===== src/rtl/timer_pkg.sv =====
package timer_pkg;

  // Register addresses; software-visible map
  localparam logic [1:0] ADDR_DIV = 2'd0;
  localparam logic [1:0] ADDR_CNT = 2'd1;
  localparam logic [1:0] ADDR_MOD = 2'd2;
  localparam logic [1:0] ADDR_CTL = 2'd3;

  // Control register layout: [2] enable, [1:0] rate code
  localparam int CTL_W  = 3;
  localparam int EN_BIT = 2;
  localparam int NUM_RATES = 4;

  // Strobes from control to datapath
  typedef struct packed {
    logic wrDiv;
    logic wrCnt;
    logic wrMod;
    logic wrCtl;
    logic tick;
  } tmr_strobe_t;

  // log2 of the prescaler divisor for each rate code (non-monotonic order)
  function automatic int rateShift(input logic [1:0] code);
    case (code)
      2'b00:   return 10;
      2'b01:   return 4;
      2'b10:   return 6;
      default: return 8;
    endcase
  endfunction

endpackage


===== src/rtl/timer_ctrl.sv =====
module timer_ctrl
  import timer_pkg::*;
#(
  parameter int PRE_W  = 16,
  parameter int DATA_W = 8,
  parameter int ADDR_W = 2
) (
  input  logic              clk,
  input  logic              rstN,
  input  logic [ADDR_W-1:0] busAddr,
  input  logic              busWe,
  input  logic [CTL_W-1:0]  ctlWrData,
  output tmr_strobe_t       strobe,
  output logic [CTL_W-1:0]  ctlQ,
  output logic [DATA_W-1:0] divHi
);

  logic [PRE_W-1:0]     preQ;
  logic [NUM_RATES-1:0] rateHit;
  logic                 wrDiv, wrCnt, wrMod, wrCtl;

  // Address decode
  assign wrDiv = busWe && (busAddr == ADDR_W'(ADDR_DIV));
  assign wrCnt = busWe && (busAddr == ADDR_W'(ADDR_CNT));
  assign wrMod = busWe && (busAddr == ADDR_W'(ADDR_MOD));
  assign wrCtl = busWe && (busAddr == ADDR_W'(ADDR_CTL));

  // Free-running prescaler, cleared by any divider write
  always_ff @(posedge clk or negedge rstN) begin
    if (!rstN)      preQ <= '0;
    else if (wrDiv) preQ <= '0;
    else            preQ <= preQ + 1'b1;
  end

  // Control register
  always_ff @(posedge clk or negedge rstN) begin
    if (!rstN)      ctlQ <= '0;
    else if (wrCtl) ctlQ <= ctlWrData;
  end

  // One tick detector per rate code
  for (genvar c = 0; c < NUM_RATES; c++) begin : g_rate
    localparam int SH = rateShift(2'(c));
    assign rateHit[c] = &preQ[SH-1:0];
  end

  assign divHi = preQ[PRE_W-1 -: DATA_W];

  always_comb begin
    strobe.wrDiv = wrDiv;
    strobe.wrCnt = wrCnt;
    strobe.wrMod = wrMod;
    strobe.wrCtl = wrCtl;
    strobe.tick  = ctlQ[EN_BIT] && rateHit[ctlQ[1:0]];
  end

endmodule


===== src/rtl/timer_datapath.sv =====
module timer_datapath
  import timer_pkg::*;
#(
  parameter int DATA_W = 8,
  parameter int ADDR_W = 2
) (
  input  logic              clk,
  input  logic              rstN,
  input  tmr_strobe_t       strobe,
  input  logic [ADDR_W-1:0] busAddr,
  input  logic [DATA_W-1:0] busWrData,
  input  logic [CTL_W-1:0]  ctlQ,
  input  logic [DATA_W-1:0] divHi,
  output logic [DATA_W-1:0] cntQ,
  output logic [DATA_W-1:0] modQ,
  output logic              irqQ,
  output logic [DATA_W-1:0] busRdData
);

  localparam logic [DATA_W-1:0] CNT_MAX = '1;

  logic atMax;
  logic overflow;

  assign atMax    = (cntQ == CNT_MAX);
  assign overflow = strobe.tick && atMax && !strobe.wrCnt;

  // Counter: bus write beats tick, overflow reloads from modulo
  always_ff @(posedge clk or negedge rstN) begin
    if (!rstN)              cntQ <= '0;
    else if (strobe.wrCnt)  cntQ <= busWrData;
    else if (strobe.tick) begin
      if (atMax) cntQ <= modQ;
      else       cntQ <= cntQ + 1'b1;
    end
  end

  always_ff @(posedge clk or negedge rstN) begin
    if (!rstN)             modQ <= '0;
    else if (strobe.wrMod) modQ <= busWrData;
  end

  // Interrupt pulse registered alongside the reload
  always_ff @(posedge clk or negedge rstN) begin
    if (!rstN) irqQ <= 1'b0;
    else       irqQ <= overflow;
  end

  // Read-back mux
  always_comb begin
    busRdData = '0;
    case (busAddr)
      ADDR_W'(ADDR_DIV): busRdData = divHi;
      ADDR_W'(ADDR_CNT): busRdData = cntQ;
      ADDR_W'(ADDR_MOD): busRdData = modQ;
      ADDR_W'(ADDR_CTL): busRdData = DATA_W'(ctlQ);
      default:           busRdData = '0;
    endcase
  end

endmodule


===== src/rtl/interval_timer.sv =====
module interval_timer
  import timer_pkg::*;
#(
  parameter int DATA_W = 8,
  parameter int PRE_W  = 16,
  parameter int ADDR_W = 2
) (
  input  logic              clk,
  input  logic              rstN,
  input  logic [ADDR_W-1:0] busAddr,
  input  logic [DATA_W-1:0] busWrData,
  input  logic              busWe,
  output logic [DATA_W-1:0] busRdData,
  output logic              irqPulse
);

  tmr_strobe_t       strobe;
  logic [CTL_W-1:0]  ctlQ;
  logic [DATA_W-1:0] divHi;
  logic [DATA_W-1:0] cntQ;
  logic [DATA_W-1:0] modQ;

  timer_ctrl #(
    .PRE_W (PRE_W),
    .DATA_W(DATA_W),
    .ADDR_W(ADDR_W)
  ) i_ctrl (
    .clk      (clk),
    .rstN     (rstN),
    .busAddr  (busAddr),
    .busWe    (busWe),
    .ctlWrData(busWrData[CTL_W-1:0]),
    .strobe   (strobe),
    .ctlQ     (ctlQ),
    .divHi    (divHi)
  );

  timer_datapath #(
    .DATA_W(DATA_W),
    .ADDR_W(ADDR_W)
  ) i_datapath (
    .clk      (clk),
    .rstN     (rstN),
    .strobe   (strobe),
    .busAddr  (busAddr),
    .busWrData(busWrData),
    .ctlQ     (ctlQ),
    .divHi    (divHi),
    .cntQ     (cntQ),
    .modQ     (modQ),
    .irqQ     (irqPulse),
    .busRdData(busRdData)
  );

endmodule


===== config.mk =====
export PLATFORM = sky130hd
export DESIGN_NAME = interval_timer
export DESIGN_NICKNAME = d
export VERILOG_FILES = /design/src/rtl/timer_pkg.sv /design/src/rtl/timer_ctrl.sv /design/src/rtl/timer_datapath.sv /design/src/rtl/interval_timer.sv
export SDC_FILE = /design/constraint.sdc
export NUM_CORES = 1
export LEC_CHECK = 0
export BUFFER_PORTS_ARGS = -buffer_cell sky130_fd_sc_hd__buf_2
export CORE_ASPECT_RATIO = 2
export CORE_MARGIN = 5
export CORE_UTILIZATION = 50
export DETAILED_ROUTE_END_ITERATION = 16
export GPL_ROUTABILITY_DRIVEN = 0
export PLACE_DENSITY = 0.82
export SYNTH_ARGS = -nofsm -noshare
export SYNTH_HDL_FRONTEND = slang
export SYNTH_HIERARCHICAL = 1
export SYNTH_SLANG_ARGS = --single-unit

===== constraint.sdc =====
create_clock -name clk -period 2.05 [get_ports clk]
set_input_delay 0.1025 -clock clk [delete_from_list [all_inputs] [get_ports clk]]
set_output_delay 0.1025 -clock clk [all_outputs]
set_load 0.03 [all_outputs]

Yosys cells after proc, flatten, opt, wreduce, memory -nomap -nowiden

Index checks and enable logic that the tools add are counted.

Bits of input ports: 13
Register bits after elaboration: 36
Output and inout port bits: 9
Word-level logic and storage cells: 33

Multiplexer cells: 7
Equality and inequality tests: 4
Reductions and logical operators: 14
Magnitude comparators: 1
$add $sub $neg: 2

Operators with widths:

| kind                                                       | number |
|---|---|
| one-hot mux 8 bit (4 select lines)                         | 1 |
| 2-to-1 mux 8 bit                                           | 3 |
| adder 16 x 1 -> 16 bit, second input constant              | 1 |
| 2-to-1 mux 16 bit                                          | 1 |
| AND reduction 10 bit                                       | 1 |
| adder 8 x 1 -> 8 bit, second input constant                | 1 |
| == test 8 bit, second input constant                       | 1 |
| AND reduction 8 bit                                        | 1 |
| logical AND 1 bit                                          | 7 |
| AND reduction 6 bit                                        | 1 |
| == test 2 bit, second input constant                       | 2 |
| AND reduction 4 bit                                        | 1 |
| less-than comparator 2 x 3 -> 1 bit, second input constant | 1 |
| binary-select mux 1 bit (select 2 bit)                     | 1 |
| == test 2 x 1 -> 1 bit, second input constant              | 1 |
| zero test 2 bit                                            | 1 |
| nonzero test 2 bit                                         | 1 |
| zero test 1 bit                                            | 1 |
| 2-to-1 mux 1 bit                                           | 1 |

Depth between registers and ports, before layout

Gate-level depths: netlist (run 1).

Depth after elaboration: 6
Mapped depth: 9
Depth with buffers taken out: 8

By module

The synthesis (run 1) kept the hierarchy.

Modules (own cells, without submodules):

| module         | times used | cells an instance | seq. area each (sq um) | area each (sq um) |
|---|---|---|---|---|
| timer_datapath | 1          | 108               | 425.4                  | 1092.3 |
| timer_ctrl     | 1          | 106               | 475.5                  | 1043.5 |

Worst setup path before layout (run 1)

Ideal clock, no wire load.

Kind: register to register
Start point: reg i_ctrl.preQ[0]
End point: reg i_datapath.cntQ[6]
Required time: 1914 ps
Library setup time: 136 ps
Setup slack: -91 ps
Path buffers: 1
Period minus slack after synthesis: 2141 ps
Stages on the path, launching flop included: 10
Arrival: 2004 ps
Cells stage by stage: dfrtp_1 ha_1 nand4_1 nor3_1 o211a_1 clkbuf_1 nand3_1 nor2_1 mux2i_1 o21ai_0

RTL lines:

| item                   | line                 | RTL |
|---|---|---|
| from (decl)            | timer_ctrl.sv:18     | `logic [PRE_W-1:0] preQ;` |
| from (signal assigned) | timer_ctrl.sv:32     | `else preQ <= preQ + 1'b1;` |
| to (signal assigned)   | timer_datapath.sv:31 | `else if (strobe.wrCnt) cntQ <= busWrData;` |
| to (signal assigned)   | timer_datapath.sv:33 | `if (atMax) cntQ <= modQ;` |
| to (signal assigned)   | timer_datapath.sv:34 | `else cntQ <= cntQ + 1'b1;` |
| to (decl)              | timer_datapath.sv:14 | `output logic [DATA_W-1:0] cntQ,` |

==> results of run 1 <==
## worst paths after layout
kind | start | slack [ns] | cells after the start | to
worst max-delay path | i_ctrl/preQ[1] | 0.10 | 7 | i_datapath/cntQ[7]
worst min-delay path | busWrData[4] | 0.04 | 2 | i_datapath/cntQ[4]
worst max register to register | i_ctrl/preQ[1] | 0.10 | 7 | i_datapath/cntQ[7]
worst min register to register | i_datapath/modQ[6] | 0.56 | 1 | i_datapath/modQ[6]
max in group asynchronous | rstN | 1.09 | 2 | i_datapath/modQ[0]
min in group asynchronous | rstN | 0.44 | 2 | i_ctrl/preQ[15]
## placed cells by master (no fill, tap or decap), types with 7 or more instances in the layout
master,n
nand3_1,10
a21oi_1,7
buf_2,21
nand2_1,16
nor2_1,20
mux2i_1,10
xnor2_1,8
mux2_2,12
buf_4,12
nand4_1,8
dfrtp_1,36
o21ai_0,13
## cell type report
cell class | instances | area, um^2
fill | 358 | 1710
multi-input combinational | 149 | 1080
sequential | 36 | 901
timing repair buffer | 34 | 205
clock buffer | 6 | 72.6
tap | 52 | 65.1
clock inverter | 2 | 35.0
inverter | 4 | 15.0
## what timing repair did
action                     4_1_cts  5_1_grt
hold buffers                     1        0
setup buffers                    0        0
hold endpoints to repair        36        0
gates resized for setup          1        3
pin swaps                        0        2
setup endpoints to repair        2        4
## stage by stage
step | instance area [um^2] | util
after floorplan | 2120 | -
after global placement | 2230 | 0.546
after detailed placement | 2230 | 0.546
after CTS | 2360 | 0.576
after global routing | 2380 | 0.581
final | 2380 | 0.581
## sequential cells by signal, indices dropped and copies added (netlist names)
name	flops
i_datapath/irqQ	1
i_datapath/modQ	8
i_datapath/cntQ	8
i_ctrl/preQ	16
i_ctrl/ctlQ	3
## report_power, final
part | internal [mW] | total [mW] | switching, mW
combinational | 0.212 | 0.457 | 0.246
sequential | 0.820 | 0.961 | 0.142
clock | 0.361 | 0.602 | 0.241
total | 1.39 | 2.02 | 0.628
## routing by layer
layer	up-vias	GRT usage
li1	778	-
met1	830	0.188
met2	60	0.335
met3	26	0.0430
met4	0	0.135
met5	-	0
==> impl_metrics.py, run 1 <==
metrics = {
    "critical_path": {
        "cp_cell_sequence": "ha_1 > nand4_1 > nor3_4 > o211a_4 > nand2b_1 > nor4b_2 > nor3_1",
        "critPathKind": "register to register",
        "path_buf_inv": 0,
        "crit_path_top_delay_cell": "dfrtp_1",
        "cp_data_arrival_time_ns": 2.12,
        "crit_path_end_kind": "register",
        "critPathMaxFanout": 7,
        "critical-path-max-stage-delay_ns": 0.39,
        "cp.required_ns": 2.22,
        "crit_family": "simple AND/OR/NAND/NOR gates",
        "critPathLaunchType": "register",
    },
    "global_routing": {
        "antenna_found_initial": 0,
        "grt_pass1_wl_mm": 8.22,
        "overflow": 0,
        "grt_max_degree": 37,
        "grt_pass1_vias": 1692,
        "groute.usage.overall": 0.188,
    },
    "clock_tree": {
        "ctsRootBufferMaster": "clkbuf_8",
        "clkSinkCount": 36,
        "tritoncts": "yes",
        "htreeDepth": 2,
        "clk_pin_slew_ns": 0.07,
        "cts_buffers": 5,
        "clkLatencyLatePin_ns": 0.29,
        "clockBufferDepth": 2,
    },
    "route": {
        "wl_met2_mm": 2.66,
        "drt-total-wl_mm": 4.91,
        "drc": 0,
        "dr.max_layer_used": "met4",
        "vias_per_cell": 5.99,
        "wl_met1_mm": 1.69,
        "drtIter0Drc": 42,
        "firstDrtPassIters": 4,
        "drtAntennaViolNets": 0,
        "vias": 1694,
        "wl_per_cell_um": 17.4,
        "met3_length_um": 219,
    },
    "timing": {
        "tns_ns": 0,
        "slew_viol_final": 0,
        "hold_violations": 0,
        "skew_ns": 0.00877,
        "fmax_ghz": 0.514,
        "setup_ws_ns": 0.103,
        "finalCritPeriodShare": 0.950,
        "fin_crit_ns": 1.95,
        "slew_headroom": 0.457,
        "tightest_slew_ns": 0.815,
        "holdWs_ns": 0.0394,
        "setup_viol": 0,
    },
    "power_and_ir_drop": {
        "p_leak_nw": 1.05,
        "total_power_mw": 2.02,
        "p_per_area_nw_per_um2": 850,
        "max-vdd-ir-drop_mv": 0.511,
    },
    "cells_and_area": {
        "layout-drive-gt1-share": 0.281,
        "diodes": 0,
        "synthToLayoutAreaGrowth_pct": 12.2,
        "nNetsFinal": 245,
        "fin_cells": 283,
    },
    "floorplan": {
        "core_um2": 4090,
        "die_x_um": 56.0,
        "pin_count": 22,
        "start_util": 0.518,
        "num_rows": 33,
        "die-area_um2": 5710,
        "die_h_um": 102,
    },
    "synth": {
        "ys_warn_count": 6,
        "syn_avg_cell_area_um2": 10.0,
        "syn_inst": 211,
        "synthesis.area_um2": 2120,
        "syn-num-nets": 226,
    },
    "status": {
        "outcome": "complete, no violations",
    },
    "placed_design": {
        "placedCellCount": 274,
        "port_buffers": 21,
        "dpl_worst_slack_ns": -0.0569,
        "dp_hpwl_mm": 3.73,
    },
    "worst_hold_path": {
        "hold_path_class": "primary input to register",
    },
    "job": {
        "max_cap_violations": 0,
    },
}
Power figures use the tool's default switching activity.
==> run 2, diff against run 1 <==
--- a/config.mk
+++ b/config.mk
@@ -7,11 +7,11 @@
 export LEC_CHECK = 0
 export BUFFER_PORTS_ARGS = -buffer_cell sky130_fd_sc_hd__buf_2
 export CORE_ASPECT_RATIO = 2
-export CORE_MARGIN = 5
 export CORE_UTILIZATION = 50
 export DETAILED_ROUTE_END_ITERATION = 16
 export GPL_ROUTABILITY_DRIVEN = 0
 export PLACE_DENSITY = 0.82
+export REMOVE_ABC_BUFFERS = 1
 export SYNTH_ARGS = -nofsm -noshare
 export SYNTH_HDL_FRONTEND = slang
 export SYNTH_HIERARCHICAL = 1
==> impl_metrics.py, run 2 (synthesized netlist as in run 1, its figures left out) <==
metrics = {
    "floorplan": {
        "num_rows": 33,
        "die-area_um2": 4510,
        "die_x_um": 48.0,
        "die_h_um": 94.0,
        "pin_count": 22,
        "start_util": 0.518,
        "core_um2": 4090,
    },
    "route": {
        "drtAntennaViolNets": 0,
        "wl_met2_mm": 2.84,
        "wl_per_cell_um": 17.0,
        "dr.max_layer_used": "met4",
        "vias_per_cell": 6.00,
        "drtIter0Drc": 73,
        "drc": 0,
        "firstDrtPassIters": 7,
        "vias": 1716,
        "drt-total-wl_mm": 4.87,
        "met3_length_um": 221,
        "wl_met1_mm": 1.61,
    },
    "clock_tree": {
        "clkLatencyLatePin_ns": 0.28,
        "clockBufferDepth": 2,
        "htreeDepth": 2,
        "clkSinkCount": 36,
        "clk_pin_slew_ns": 0.07,
        "tritoncts": "yes",
        "cts_buffers": 5,
        "ctsRootBufferMaster": "clkbuf_8",
    },
    "cells_and_area": {
        "layout-drive-gt1-share": 0.282,
        "reg_top3": "i_ctrl/preQ: 16 flops, i_datapath/cntQ: 8 flops, i_datapath/modQ: 8 flops",
        "top_register": "i_ctrl/preQ",
        "synthToLayoutAreaGrowth_pct": 11.3,
        "final_common_cell": "dfrtp_1",
        "fin_area_um2": 2360,
        "seqCellArea_um2": 901,
        "diodes": 0,
        "multi_input_comb_area_um2": 1060,
        "fin_cells": 286,
        "final_cell_mix": "36 x dfrtp_1, 21 x buf_2, 20 x nor2_1",
        "largest_register_ffs": 16,
        "nNetsFinal": 249,
        "fillers": 355,
    },
    "critical_path": {
        "critPathLaunchType": "register",
        "r2r_start": "i_ctrl/preQ[1]",
        "cp-startpoint": "i_ctrl/preQ[1]",
        "critPathMaxFanout": 5,
        "cp.required_ns": 2.22,
        "cp_data_arrival_time_ns": 2.03,
        "crit_path_end_kind": "register",
        "critPathKind": "register to register",
    },
    "status": {
        "outcome": "complete, no violations",
    },
    "power_and_ir_drop": {
        "seqPwrFrac": 0.496,
        "max-vdd-ir-drop_mv": 0.687,
        "p_comb_frac": 0.261,
        "p_per_area_nw_per_um2": 814,
        "p_leak_nw": 1.05,
        "total_power_mw": 1.92,
        "p_switching_uw": 635,
        "p_int_mw": 1.28,
        "sw_frac_of_total": 0.331,
        "clkPwrFrac": 0.243,
    },
    "timing": {
        "tightest_slew_ns": 0.799,
        "finalCritPeriodShare": 0.906,
        "skew_ns": 0.00345,
        "slew_headroom": 0.467,
        "holdWs_ns": 0.0403,
        "rsz0062_at_grt": "no",
        "hold_violations": 0,
        "fin_crit_ns": 1.86,
        "setup_viol": 0,
        "fmax_ghz": 0.538,
        "slew_viol_final": 0,
        "tns_ns": 0,
    },
    "placed_design": {
        "dp_hpwl_mm": 3.60,
        "port_buffers": 21,
        "placed_area_um2": 2260,
        "placedCellCount": 277,
    },
    "global_routing": {
        "groute.usage.overall": 0.254,
        "grt_pass1_vias": 1724,
        "grt_pass1_wl_mm": 7.98,
        "grt_max_degree": 37,
        "overflow": 0,
        "antenna_found_initial": 0,
    },
    "worst_hold_path": {
        "hold_path_startpoint": "busWrData[4]",
        "hold_path_class": "primary input to register",
    },
    "job": {
        "max_cap_violations": 0,
    },
}
run 2: worst paths after layout:
| kind | endpoint | slack, ns | cells past startpoint |
|---|---|---|---|
| max in group asynchronous | i_ctrl/preQ[9] | 1.10 | 2 |
| min reg2reg | i_datapath/modQ[6] | 0.54 | 1 |
| min in group asynchronous | i_datapath/modQ[0] | 0.44 | 2 |
| max | i_datapath/cntQ[6] | 0.19 | 8 |
| min | i_datapath/cntQ[4] | 0.04 | 2 |
| max reg2reg | i_datapath/cntQ[6] | 0.19 | 8 |
run 2: what timing repair did:
item | CTS | global route
hold endpoints to repair | 36 | 0
hold buffers | 1 | 0
setup endpoints to repair | 0 | 8
resized for setup | 0 | 1
buffers inserted | 0 | 1
run 2: final cells by class:
type | instances | share of cell area
Multi-Input combinational cell | 149 | 0.451
Tap cell | 52 | 0.0276
Clock inverter | 1 | 0.00212
Timing Repair Buffer | 38 | 0.0998
Sequential cell | 36 | 0.382
Clock buffer | 6 | 0.0308
Inverter | 4 | 0.00637
run 2: power by group through the flow:
stage | clock [mW] | combinational (mW) | sequential (mW)
floorplan | 0 | 0.301 | 0.936
global placement | 0 | 0.479 | 0.953
detailed placement | 0 | 0.493 | 0.959
CTS | 0.479 | 0.501 | 0.946
global route | 0.498 | 0.548 | 0.961
finish | 0.467 | 0.500 | 0.950
run 2: metal layers:
| layer | track usage | up-vias |
|---|---|---|
| met5 | 0 | - |
| met4 | 0.120 | 0 |
| met3 | 0.0327 | 19 |
| met2 | 0.449 | 74 |
| met1 | 0.274 | 837 |
| li1 | - | 786 |
run 2: per-stage QoR:
step | util | setup slack [ns]
floorplan | - | 0.0131
global placement | 0.552 | 0.131
detailed placement | 0.552 | 0.0477
CTS | 0.573 | 0.00986
global route | 0.576 | 0.0400
finish | 0.576 | 0.192
run 2: worst max-delay path, cell delays in order, from the launching register on:
cell,delay [ns]
dfrtp_1,0.40
ha_1,0.23
nand4_1,0.15
nor3_2,0.19
o211a_1,0.26
nand3_1,0.12
nor2_1,0.14
mux2i_1,0.18
o21ai_0,0.08
